===== src/rtl/tfs_pkg.sv =====
package tfs_pkg;

    localparam int INSN_W = 32;
    localparam int OPC_W  = 4;
    localparam int TAG_W  = 6;
    localparam int LIMM_W = 22;

    localparam logic [OPC_W-1:0] OPC_UBODY = 4'hA;
    localparam logic [OPC_W-1:0] OPC_URET  = 4'hF;

    typedef enum logic [1:0] {
        SRC_NONE,
        SRC_QUEUE,
        SRC_ROM_ENTER,
        SRC_ROM_STEP
    } fetch_src_e;

    typedef struct packed {
        logic              vld;
        logic              from_rom;
        logic [INSN_W-1:0] word;
    } issue_t;

    // Long-format microcode word at a ROM address; the last word of each
    // routine carries the return opcode.
    function automatic logic [INSN_W-1:0] ucode_word(input int unsigned addr,
                                                     input int unsigned rlen);
        logic [OPC_W-1:0]  op;
        logic [LIMM_W-1:0] imm;
        op  = ((addr % rlen) == rlen - 1) ? OPC_URET : OPC_UBODY;
        imm = LIMM_W'(addr * 32'h1357 + 32'h2A);
        return {op, TAG_W'(addr), imm};
    endfunction

    function automatic logic word_is_ret(input logic [INSN_W-1:0] w);
        return w[INSN_W-1 -: OPC_W] == OPC_URET;
    endfunction

endpackage


===== src/rtl/tfs_thread_queue.sv =====
module tfs_thread_queue #(
    parameter int DEPTH = 4,
    parameter int W     = 32
) (
    input  logic         clk,
    input  logic         rst,
    input  logic         push,
    input  logic [W-1:0] din,
    input  logic         pop,
    output logic [W-1:0] head,
    output logic         nonempty
);
    localparam int PW = (DEPTH > 1) ? $clog2(DEPTH) : 1;
    localparam int CW = $clog2(DEPTH + 1);

    logic [W-1:0]  mem [DEPTH];
    logic [PW-1:0] rd_q, wr_q;
    logic [CW-1:0] cnt_q;
    logic          accept, take;

    function automatic logic [PW-1:0] ptr_inc(input logic [PW-1:0] p);
        return (p == PW'(DEPTH - 1)) ? '0 : p + PW'(1);
    endfunction

    assign accept   = push && (cnt_q < CW'(DEPTH));
    assign take     = pop && (cnt_q != '0);
    assign nonempty = (cnt_q != '0);
    assign head     = mem[rd_q];

    always_ff @(posedge clk) begin
        if (accept) mem[wr_q] <= din;
    end

    always_ff @(posedge clk) begin
        if (rst) begin
            rd_q  <= '0;
            wr_q  <= '0;
            cnt_q <= '0;
        end else begin
            if (accept) wr_q <= ptr_inc(wr_q);
            if (take)   rd_q <= ptr_inc(rd_q);
            case ({accept, take})
                2'b10:   cnt_q <= cnt_q + CW'(1);
                2'b01:   cnt_q <= cnt_q - CW'(1);
                default: cnt_q <= cnt_q;
            endcase
        end
    end
endmodule


===== src/rtl/tfs_rr_pick.sv =====
module tfs_rr_pick #(
    parameter int N  = 4,
    parameter int TW = 2
) (
    input  logic [N-1:0]  req,
    input  logic [TW-1:0] last,
    output logic          gnt_any,
    output logic [TW-1:0] gnt_id
);
    always_comb begin
        gnt_any = 1'b0;
        gnt_id  = '0;
        for (int k = 1; k <= N; k++) begin
            if (!gnt_any && req[(int'(last) + k) % N]) begin
                gnt_any = 1'b1;
                gnt_id  = TW'((int'(last) + k) % N);
            end
        end
    end
endmodule


===== src/rtl/tfs_ucode_rom.sv =====
module tfs_ucode_rom
    import tfs_pkg::*;
#(
    parameter int RLEN = 3,
    parameter int AW   = 4
) (
    input  logic [AW-1:0]     addr,
    output logic [INSN_W-1:0] word
);
    assign word = ucode_word(32'(addr), RLEN);
endmodule


===== src/rtl/tfs_sched.sv =====
module tfs_sched
    import tfs_pkg::*;
#(
    parameter int            NT     = 4,
    parameter int            QDEPTH = 4,
    parameter int            RLEN   = 3,
    parameter logic [NT-1:0] EVT_EN = {{(NT-1){1'b0}}, 1'b1},
    localparam int           TW     = (NT > 1) ? $clog2(NT) : 1
) (
    input  logic                 clk,
    input  logic                 rst,
    input  logic [NT-1:0]        push_en,
    input  logic [NT*INSN_W-1:0] push_data,
    input  logic [NT-1:0]        evt_req,
    output logic                 iss_valid,
    output logic [TW-1:0]        iss_tid,
    output logic [INSN_W-1:0]    iss_word,
    output logic                 iss_rom
);
    localparam int ROM_N = NT * RLEN;
    localparam int RA_W  = (ROM_N > 1) ? $clog2(ROM_N) : 1;

    logic [NT-1:0]     q_ne, q_pop, elig;
    logic [INSN_W-1:0] q_head [NT];
    logic [NT-1:0]     in_rom_q, evt_pend_q;
    logic [RA_W-1:0]   rom_pc_q [NT];
    logic [TW-1:0]     rr_last_q;

    logic              gnt_any;
    logic [TW-1:0]     gnt_id;
    fetch_src_e        src;
    logic [RA_W-1:0]   rom_addr;
    logic [INSN_W-1:0] rom_word;
    issue_t            nxt;

    // Per-thread instruction queues
    for (genvar t = 0; t < NT; t++) begin : g_q
        tfs_thread_queue #(.DEPTH(QDEPTH), .W(INSN_W)) u_q (
            .clk      (clk),
            .rst      (rst),
            .push     (push_en[t]),
            .din      (push_data[t*INSN_W +: INSN_W]),
            .pop      (q_pop[t]),
            .head     (q_head[t]),
            .nonempty (q_ne[t])
        );
        assign elig[t] = (in_rom_q[t] | evt_pend_q[t] | q_ne[t])
                       & ~(iss_valid && (iss_tid == TW'(t)));
        assign q_pop[t] = (src == SRC_QUEUE) && (gnt_id == TW'(t));
    end

    tfs_rr_pick #(.N(NT), .TW(TW)) u_pick (
        .req     (elig),
        .last    (rr_last_q),
        .gnt_any (gnt_any),
        .gnt_id  (gnt_id)
    );

    // Fetch source for the granted thread
    always_comb begin
        if (!gnt_any)                src = SRC_NONE;
        else if (in_rom_q[gnt_id])   src = SRC_ROM_STEP;
        else if (evt_pend_q[gnt_id]) src = SRC_ROM_ENTER;
        else                         src = SRC_QUEUE;
    end

    assign rom_addr = (src == SRC_ROM_STEP) ? rom_pc_q[gnt_id]
                                            : RA_W'(int'(gnt_id) * RLEN);

    tfs_ucode_rom #(.RLEN(RLEN), .AW(RA_W)) u_rom (
        .addr (rom_addr),
        .word (rom_word)
    );

    always_comb begin
        nxt.vld      = gnt_any;
        nxt.from_rom = (src == SRC_ROM_STEP) || (src == SRC_ROM_ENTER);
        nxt.word     = (src == SRC_QUEUE) ? q_head[gnt_id] : rom_word;
    end

    // Per-thread microcode state
    always_ff @(posedge clk) begin
        if (rst) begin
            in_rom_q   <= '0;
            evt_pend_q <= '0;
            for (int t = 0; t < NT; t++) rom_pc_q[t] <= '0;
        end else begin
            for (int t = 0; t < NT; t++) begin
                if (gnt_any && (gnt_id == TW'(t)) && (src == SRC_ROM_ENTER)) begin
                    evt_pend_q[t] <= evt_req[t] & EVT_EN[t];
                    in_rom_q[t]   <= 1'b1;
                    rom_pc_q[t]   <= RA_W'(t * RLEN + 1);
                end else begin
                    evt_pend_q[t] <= evt_pend_q[t] | (evt_req[t] & EVT_EN[t]);
                    if (gnt_any && (gnt_id == TW'(t)) && (src == SRC_ROM_STEP)) begin
                        if (word_is_ret(rom_word)) in_rom_q[t] <= 1'b0;
                        else                       rom_pc_q[t] <= rom_pc_q[t] + RA_W'(1);
                    end
                end
            end
        end
    end

    // Fetch output register
    always_ff @(posedge clk) begin
        if (rst) begin
            iss_valid <= 1'b0;
            iss_tid   <= '0;
            iss_word  <= '0;
            iss_rom   <= 1'b0;
            rr_last_q <= TW'(NT - 1);
        end else begin
            iss_valid <= nxt.vld;
            iss_tid   <= gnt_id;
            iss_word  <= nxt.word;
            iss_rom   <= nxt.vld && nxt.from_rom;
            if (gnt_any) rr_last_q <= gnt_id;
        end
    end
endmodule


===== config.mk =====
export PLATFORM = sky130hd
export DESIGN_NAME = tfs_sched
export DESIGN_NICKNAME = d
export VERILOG_FILES = /design/src/rtl/tfs_pkg.sv /design/src/rtl/tfs_thread_queue.sv /design/src/rtl/tfs_rr_pick.sv /design/src/rtl/tfs_ucode_rom.sv /design/src/rtl/tfs_sched.sv
export SDC_FILE = /design/constraint.sdc
export NUM_CORES = 1
export LEC_CHECK = 0
export BUFFER_PORTS_ARGS = -buffer_cell sky130_fd_sc_hd__buf_2
export CELL_PAD_IN_SITES_DETAIL_PLACEMENT = 2
export CELL_PAD_IN_SITES_GLOBAL_PLACEMENT = 2
export CORE_MARGIN = 5
export CORE_UTILIZATION = 37
export DETAILED_ROUTE_END_ITERATION = 16
export PLACE_DENSITY_LB_ADDON = 0.05
export SKIP_CTS_REPAIR_TIMING = 1
export SLEW_MARGIN = 30
export SYNTH_ARGS = -nofsm -noshare
export SYNTH_HDL_FRONTEND = slang
export SYNTH_SLANG_ARGS = --single-unit

===== constraint.sdc =====
create_clock -name clk -period 14 [get_ports clk]
set_input_delay 2.1 -clock clk [delete_from_list [all_inputs] [get_ports clk]]
set_output_delay 2.1 -clock clk [all_outputs]
set_load 0.1 [all_outputs]

Yosys cells after proc, flatten, opt, wreduce, memory -nomap -nowiden
Memory sizes are Yosys's and may differ from the RTL's. A register that Yosys moved wholly into a read port is not among the register bits. Cells that the tools add are included.

Add/subtract/negate cells: 25. Multiply operators: 2. Div/mod/pow operators: 1. Order comparisons: 10. Equal/unequal tests: 27. Shift operators: 0. Muxes and demuxes: 110. Bitwise operators: 28. Reductions and logical operators: 63.

Operator list (number): 32-bit 2-to-1 mux (3); 32-bit binary-select mux with 2-bit select (1); 1-bit 2-to-1 mux (63); 2-bit 2-to-1 mux (23); 2-bit equality test, second input constant (18); 4-bit 2-to-1 mux (9); 32-bit by 2-bit equality test with 1-bit output, second input constant (1); 1-bit logical AND (32); 4-bit by 2-bit remainder unit with 32-bit output, second input constant (1); 3-bit case mux with 2 select lines (4); 2-bit nonzero test (12); 2-bit by 1-bit adder with 2-bit output, second input constant (10); 17-bit by 6-bit adder with 18-bit output, second input constant (1); 4-bit by 13-bit multiplier with 17-bit output, second input constant (1); 4-bit by 1-bit adder with 4-bit output, second input constant (4); 3-bit by 4-bit less-than comparator with 1-bit output, second input constant (4); 2-bit by 1-bit equality test with 1-bit output, second input constant (7); 1-bit OR (14); 3-bit by 1-bit adder with 3-bit output, second input constant (4); 1-bit binary-select mux with 2-bit select (6); 3-bit less-than comparator, second input constant (4); 3-bit nonzero test (4); 3-bit by 1-bit subtractor with 3-bit output, second input constant (4); 2-bit OR reduction (5); other kinds (14) (31).

Register bits: 71. Bits in latches: 0. RAM bits: 528. Memory bits (read-only): 0. Bits of input ports: 138. Output and inout port bits: 36. Memories: 5.

Memories: g_q[0].u_q.mem (words 4, width 32, rd ports 1, clocked after Yosys merged registers in 1, write ports 1, line tfs_thread_queue.sv:16) `logic [W-1:0] mem [DEPTH];`; g_q[1].u_q.mem (words 4, width 32, rd ports 1, clocked after Yosys merged registers in 1, write ports 1, line tfs_thread_queue.sv:16); g_q[2].u_q.mem (words 4, width 32, rd ports 1, clocked after Yosys merged registers in 1, write ports 1, line tfs_thread_queue.sv:16); g_q[3].u_q.mem (words 4, width 32, rd ports 1, clocked after Yosys merged registers in 1, write ports 1, line tfs_thread_queue.sv:16); rom_pc_q (words 4, width 4, rd ports 5, clocked after Yosys merged registers in 0, write ports 4, line tfs_sched.sv:26) `logic [RA_W-1:0] rom_pc_q [NT];`.

Longest topological paths before layout
Gate-level depths: netlist (run 1).

Depth in word-level cells: 34. Gate-level depth with buffers: 30. Gate-level depth less buffers: 26.

Cells and area by module
A second synthesis (run 1) with hierarchy kept.

Cell total of the unflattened synthesis: 1415. Area total of the unflattened synthesis: 25871.1 µm².

Modules (own cells, without submodules): tfs_thread_queue (instances 4, cells each 217, area each 5123.7 µm², seq. area each 4023.9 µm²); tfs_sched (instances 1, cells each 347, area each 3793.6 µm², seq. area each 1341.3 µm²); tfs_ucode_rom (instances 1, cells each 186, area each 1491.4 µm², seq. area each 0.0 µm²); tfs_rr_pick (instances 1, cells each 14, area each 91.3 µm², seq. area each 0.0 µm²).

Least setup slack after synthesis (run 1)
OpenSTA, ideal clock, no wires.

Path kind: register to register. Start: register iss_tid[1]. End: register iss_word[15]. Setup time: 0.115 ns. Arrival: 6.546 ns. Data required time: 13.885 ns. Path slack: 7.340 ns. Stages on the path, launching flop included: 27. Buffers on the path: 3. Clock period less this slack: 6.660 ns. Cells stage by stage: dfxtp_1 -> and3b_1 -> o211a_1 -> or3_2 -> nand2_2 -> inv_2 -> clkbuf_1 -> buf_1 -> ha_1 -> nand2_1 -> and2_1 -> buf_4 -> inv_1 -> ha_1 -> fa_1 -> ha_1 -> ha_1 -> a21o_1 -> a21oi_1 -> o21bai_1 -> a2111o_1 -> a41oi_1 -> o21bai_1 -> nor3_1 -> o21bai_1 -> xor2_1 -> o21a_1.

Word-level cells in the longest chain between the ends: 27.

RTL lines: from (decl) (line tfs_sched.sv:16) `output logic [TW-1:0] iss_tid,`; from (signal assigned) (line tfs_sched.sv:114) `iss_tid <= gnt_id;`; 2-bit by 1-bit equality test with 1-bit output, or another cell as far along (line tfs_sched.sv:48) `& ~(iss_valid && (iss_tid == TW'(t)));`; 1-bit logical AND (line tfs_sched.sv:48); 1-bit inverter (line tfs_sched.sv:48); 1-bit bitwise AND (line tfs_sched.sv:48); 1-bit binary-select mux with 2-bit select (line tfs_rr_pick.sv:14) `if (!gnt_any && req[(int'(last) + k) % N]) begin`; 1-bit 2-to-1 mux (implied by the code) (2 in series) (line tfs_rr_pick.sv:14); 1-bit 2-to-1 mux (line tfs_rr_pick.sv:14); 1-bit zero test (line tfs_rr_pick.sv:14); (+8 left out); named net gnt_id[1] (line tfs_sched.sv:30) `logic [TW-1:0] gnt_id;`; (+2 left out); 2-bit 2-to-1 mux (line tfs_sched.sv:63) `else if (evt_pend_q[gnt_id]) src = SRC_ROM_ENTER;`; 2-bit 2-to-1 mux (line tfs_sched.sv:62) `else if (in_rom_q[gnt_id]) src = SRC_ROM_STEP;`; 2-bit 2-to-1 mux (line tfs_sched.sv:61) `if (!gnt_any) src = SRC_NONE;`; 2-bit equality test (line tfs_sched.sv:67) `assign rom_addr = (src == SRC_ROM_STEP) ? rom_pc_q[gnt_id]`; 4-bit 2-to-1 mux (line tfs_sched.sv:67); 4-bit by 13-bit multiplier with 17-bit output (line tfs_pkg.sv:31) `imm = LIMM_W'(addr * 32'h1357 + 32'h2A);`; 17-bit by 6-bit adder with 18-bit output (line tfs_pkg.sv:31); 32-bit 2-to-1 mux (*) (line tfs_sched.sv:78) `nxt.word = (src == SRC_QUEUE) ? q_head[gnt_id] : rom_word;`; to (signal assigned) (line tfs_sched.sv:115) `iss_word <= nxt.word;`; to (decl) (line tfs_sched.sv:17) `output logic [INSN_W-1:0] iss_word,`.

The timed path passes the listed nets; every way through them passes the cells marked *. The select of a mux whose other input is x is not followed. A chain may end at the register's enable or synchronous reset.

==> results of run 1 <==
cells by family after synthesis:
group / synth area share (%)
fa+ha+maj: 4.349
xor+xnor: 1.040
mux: 12.43
compound gates: 3.839
buf+inv: 1.773
flops: 69.02
simple gates: 7.543
metal layers:
metal  up-vias  share of wire [%]  routed length [µm]  global-route usage (%)
li1       6343                  -                   -                       -
met1      7250                 44               31040                   25.53
met2       236                 49               35150                   32.55
met3       120                4.4                3152                   4.062
met4        24                2.2                1600                   4.814
met5         -               0.24                 172                       0
metrics by stage:
step / std cells / setup slack (ps) / hold slack, ps / cell area, µm² / util (%)
2_1_floorplan: 1529 / 7340 / 469.2 / 25260 / -
6_report: 2670 / 6498 / 511.9 / 29530 / 43.81
4_1_cts: 2669 / 6422 / 515.4 / 29520 / 43.81
3_5_place_dp: 2539 / 6465 / 503.9 / 27190 / 40.35
3_3_place_gp: 2539 / 6587 / 499.2 / 27190 / 40.35
5_1_grt: 2669 / 5875 / 535.7 / 29520 / 43.81
sequential cells by signal, indices dropped and copies added, names as in the netlist, named ones only:
signal and flops:
evt_pend_q 1, g_q.u_q.cnt_q 12, g_q.u_q.mem 512, g_q.u_q.rd_q 8
g_q.u_q.wr_q 8, in_rom_q 4, iss_rom 1, iss_tid 2
iss_valid 1, iss_word 32, rom_pc_q 16, rr_last_q 2
how the worst min path moves through the flow:
stage	from	endpoint	slack, ps
detailed placement	g_q[3].u_q.wr_q[1]	g_q[3].u_q.wr_q[1]	500
CTS	g_q[3].u_q.wr_q[1]	g_q[3].u_q.wr_q[1]	520
finish	g_q[2].u_q.wr_q[1]	g_q[2].u_q.wr_q[1]	510
global placement	g_q[0].u_q.cnt_q[2]	g_q[0].u_q.cnt_q[2]	500
floorplan	g_q[0].u_q.wr_q[1]	g_q[0].u_q.wr_q[1]	470
global route	g_q[2].u_q.wr_q[1]	g_q[2].u_q.wr_q[1]	540
synthesized netlist by cell type (5+ instances only):
master      n  area [µm²]
mux2i_1    22       220.2
ha_1       75       938.4
fa_1        8       160.2
or3_1       7       43.79
nand3_1    65       325.3
xnor2_1    12       105.1
nand2_1   178       668.1
o211ai_1    5       37.54
nor3_1     21       105.1
xor2_1     18       157.7
clkbuf_1   52       195.2
inv_1      48       180.2
mux4_2    129        2905
o21ai_0    16       80.08
a211oi_1   11       82.58
dfxtp_1    79        1582
a21oi_1    41       205.2
o21bai_1    5       37.54
nor2b_1     8       50.05
nand2b_1   10       62.56
nor2_1     60       225.2
o22ai_1    12       75.07
a31oi_1     5       31.28
edfxtp_1  528       15860
buf_1       9       33.78
and3_1     11       68.82
and2_1     20       125.1
cell type report:
cell class,count,area share (%)
sequential,607,59.07
multi-input combinational,807,24.99
clock buffer,92,6.356
tap,873,3.699
timing repair buffer,202,3.695
clock inverter,38,1.534
inverter,50,0.6441
antenna,1,0.008475
critical path: cells and delay by family, from the launching register on:
| family | cells | cell delay, ps |
|---|---|---|
| compound gates | 10 | 2700 |
| simple gates | 5 | 1840 |
| fa+ha+maj | 4 | 1170 |
| buf+inv | 3 | 810 |
| flops | 1 | 380 |
| xor+xnor | 1 | 190 |
==> results.tsv, run 1 <==
metric	value	unit
fill count	6378	
Avg Synthesized Cell Area	16.52	µm²
status	finished, final reports clean	
Critical Path RT	14240	ps
H-tree Lvls	3	
P&R area growth vs syn	16.88	%
Worst-Margin Slew	908.1	ps
drt initial violations	966	
total gr overflow	0	
routed vias/inst	5.233	
DRC	0	
flops & latches, synth	607	
Worst-Skew Late Latency	610	ps
Via Count	13970	
Hold Vio Cnt, Final	0	
crit path max fanout	48	
number of synthesized flops with an enable pin	528	
Reg area	17440	µm²
Die ar.	73600	µm²
Longest Clk Path Bufs	3	
CP Capture Type	flop	
Yosys cell types	77	
Clock transition at path regs	60	ps
Worst path max stage delay	540	ps
critical setup path kind	reg2reg	
Final HPWL DP	47.91	mm
final WL	71.12	mm
CP dominant cell by count	ha_1	
crit path launch	in_rom_q[2]	
GP Congestion	0.7780	
Routed Antenna Nets	0	
FF-to-FF path depth	23	
CTS tree	built	
row cnt	95	
maxcap violations	0	
final setup vio count	0	
number of synthesis warnings	0	
CTS Buf Count	71	
fin crit share	53.58	%
end of the critical path	rom_pc_q[2][0]	
RR Startpoint	in_rom_q[2]	
largest net degree at the start of global routing	63	
Mapped Nets	1750	
nets@finish	1960	
commonest non-fill, non-tap cell in the layout	edfxtp_1	
Hold Crit Class	reg2reg	
mapped cell area	25260	µm²
first-pass GRT wire length	105.4	mm
Seq/Total Area, Yosys	69.02	%
CTS Sinks	607	
drt pass-1 iters	4	
Max-Slew Margin vs Limit	37.73	%
reg-to-reg setup timing slack	6500	ps
WL per Instance	26.64	µm
Gate Count Post-Synth	1529	
vias in the first global route	15520	
Initial Util	37.48	%
Tot GR Track Use	19.22	%
core area	67400	µm²
Die Y	271.3	µm
FMAX	133.3	MHz
most frequent cells in the layout	528 x edfxtp_1, 177 x nand2_1, 170 x buf_2	
RSZ-0062 raised after global routing	no	
Slowest cell on crit path	nor4_1	
skew final	18.40	ps
port buffer count	170	
fraction of registers with async set/reset	0	%
Main synth FF type	edfxtp_1	
crit path time final	7502	ps
multi-input logic area	7380	µm²
CP Cell Sequence	nor4_1 > o21ai_1 > a2bb2o_2 > nand2_4 > inv_4 > ha_1 > nand2_1 > and2_1 > inv_1 > ha_1 > ha_1 > a21oi_1 > o21ai_1 > xnor2_1 > ha_1 > inv_1 > o2111ai_1 > and2_1 > a31oi_1 > o21ai_0 > a31oi_2 > a31oi_4 > a21oi_1	
initial antenna violation count	17	
IO Count	174	
Critical Path Start Type	flop	
hold path cells	2	
CP arrival	7740	ps
final max-slew violation count	0	
worst r2r dst	rom_pc_q[2][0]	
die width	271.3	µm
share of layout cells above drive strength 1	25.67	%
root buf cell	clkbuf_16	
setup TNS	0	ps
Power of run 1 is not shown: default switching activity piles up to over one toggle a cycle in this logic, so the estimate is an artifact.
==> run 2: changes to the inputs <==
==> constraint.sdc (replaced) <==
create_clock -name clk -period 6.21 [get_ports clk]
set_input_delay 0.9315 -clock clk [delete_from_list [all_inputs] [get_ports clk]]
set_output_delay 0.9315 -clock clk [all_outputs]
set_load 0.1 [all_outputs]
==> results.tsv, run 2 (same netlist as run 1, synthesis figures left out) <==
metric	value	unit	change
Routed Antenna Nets	0		unchanged
Top Usage Layer GRT	met2		
crit path time final	5861	ps	-1641 ps
M2 GR Usage	32.35	%	-0.19 points
share of layout cells above drive strength 1	27.42	%	+1.7 points
CP arrival	6360	ps	-1380 ps
Reg with most FFs	g_q.u_q.mem		
skew final	18.70	ps	+0.2985 ps
Via Count	14150		+1.3%
CTS Buf Count	68		-4.2%
max reg flops	512		unchanged
total gr overflow	0		unchanged
Hold Vio Cnt, Final	0		unchanged
root buf cell	clkbuf_16		
Initial Util	37.48	%	unchanged
CTS Sinks	607		unchanged
Die ar.	73600	µm²	unchanged
Longest Clk Path Bufs	3		unchanged
fin util	44.08	%	+0.27 points
Slowest cell on crit path	or3_2		
row cnt	95		unchanged
Worst-Skew Late Latency	610	ps	about the same
top flop regs	g_q.u_q.mem x512, iss_word x32, rom_pc_q x16		
drt pass-1 iters	5		+1
fin crit share	94.38	%	+41 points
most frequent cells in the layout	528 x edfxtp_1, 178 x nand2_1, 170 x buf_2		
met3 usage	3.930	%	-0.13 points
routed vias/inst	5.218		-0.29%
H-tree Lvls	3		unchanged
P&R area growth vs syn	17.61	%	
Worst path max stage delay	520	ps	-20 ps
CP Cell Sequence	nor4_4 > buf_4 > o31ai_1 > or3_2 > nand2_4 > inv_4 > mux2i_2 > a211o_1 > and2_1 > inv_1 > ha_1 > fa_1 > ha_1 > ha_1 > a21o_1 > a21oi_1 > o21bai_1 > a2111o_1 > a41oi_2 > o21bai_1 > nor3_1 > o21bai_1 > xor2_1 > o21a_1		
Final HPWL DP	49.61	mm	+3.5%
DRC	0		unchanged
final WL	71.36	mm	+0.34%
final max-slew violation count	0		unchanged
Max-Slew Margin vs Limit	38.45	%	+0.72 points
Hold Crit Class	reg2reg		
Critical Path Start Type	flop		
Tot GR Track Use	19.24	%	about the same
largest net degree at the start of global routing	64		+1.6%
nets@finish	1998		+1.9%
Layout Cells excl Fill	2712		+1.6%
Critical Path RT	6710	ps	-7530 ps
drt initial violations	956		-1.0%
initial antenna violation count	15		-2
Clock transition at path regs	60	ps	about the same
first-pass GRT wire length	105.7	mm	+0.30%
final hold slack	505.6	ps	-6.254 ps
maxcap violations	0		unchanged
GP Congestion	0.8106		+4.2%
status	finished, final reports clean		
CP Capture Type	flop		
CTS tree	built		
core area	67400	µm²	unchanged
met1 Resource Use GR	26.32	%	+0.79 points
IO Count	174		unchanged
die width	271.3	µm	unchanged
critical setup path kind	reg2reg		
Post-Place Cells	2580		+1.6%
final setup vio count	0		unchanged
commonest non-fill, non-tap cell in the layout	edfxtp_1		
Die Y	271.3	µm	unchanged
crit path max fanout	16		-67%
FMAX	170.6	MHz	+28%
port buffer count	170		unchanged
vias in the first global route	15530		+0.071%
WL per Instance	26.31	µm	-1.2%
Worst-Margin Slew	897.5	ps	-10.54 ps
run 2: cell types whose count changed in the layout (fill, tap and decap cells not counted), sizes merged:
| cell | delta |
|---|---|
| clkinv | +9 |
| inv | +1 |
| clkbuf | -9 |
| diode | +7 |
| bufinv | -5 |
| clkinvlp | -2 |
| buf | +41 |
run 2: area by class of cell:
class,instances,area (µm²)
Tap cell,873,1092
Inverter,50,192.7
Antenna cell,8,20.02
Sequential cell,607,17450
Clock inverter,41,345.3
Timing Repair Buffer,243,1399
Clock buffer,83,1800
Fill cell,6408,37680
Multi-Input combinational cell,807,7411
run 2: critical path: cells and delay by family (launching register included):
kind,cells,cell delay [ps]
fa+ha+maj,4,1320
mux,1,200
flops,1,390
compound gates,10,1970
buf+inv,3,380
xor+xnor,1,150
simple gates,5,1320
run 2: worst paths after layout:
check	from	end	slack, ps	depth (start not counted)
min	g_q[2].u_q.wr_q[1]	g_q[2].u_q.wr_q[1]	510	2
min reg2reg	g_q[2].u_q.wr_q[1]	g_q[2].u_q.wr_q[1]	510	2
max	in_rom_q[3]	iss_word[15]	350	24
max reg2reg	in_rom_q[3]	iss_word[15]	350	24
run 2: routing by layer:
layer / wire, µm / up-vias
met4: 1178 / 8
met3: 3224 / 91
met2: 35380 / 254
met5: 47 / -
met1: 31530 / 7370
li1: - / 6429
run 2: metrics by stage:
step	TNS, ps	setup WS [ps]	instance area [µm²]
2_1_floorplan	0	19.67	25270
3_3_place_gp	0	173.3	27500
3_5_place_dp	0	57.39	27510
4_1_cts	-11.14	-11.14	29650
5_1_grt	-0.3131	-0.3131	29690
6_report	0	348.8	29710
Power of run 2 is left out for the same reason.
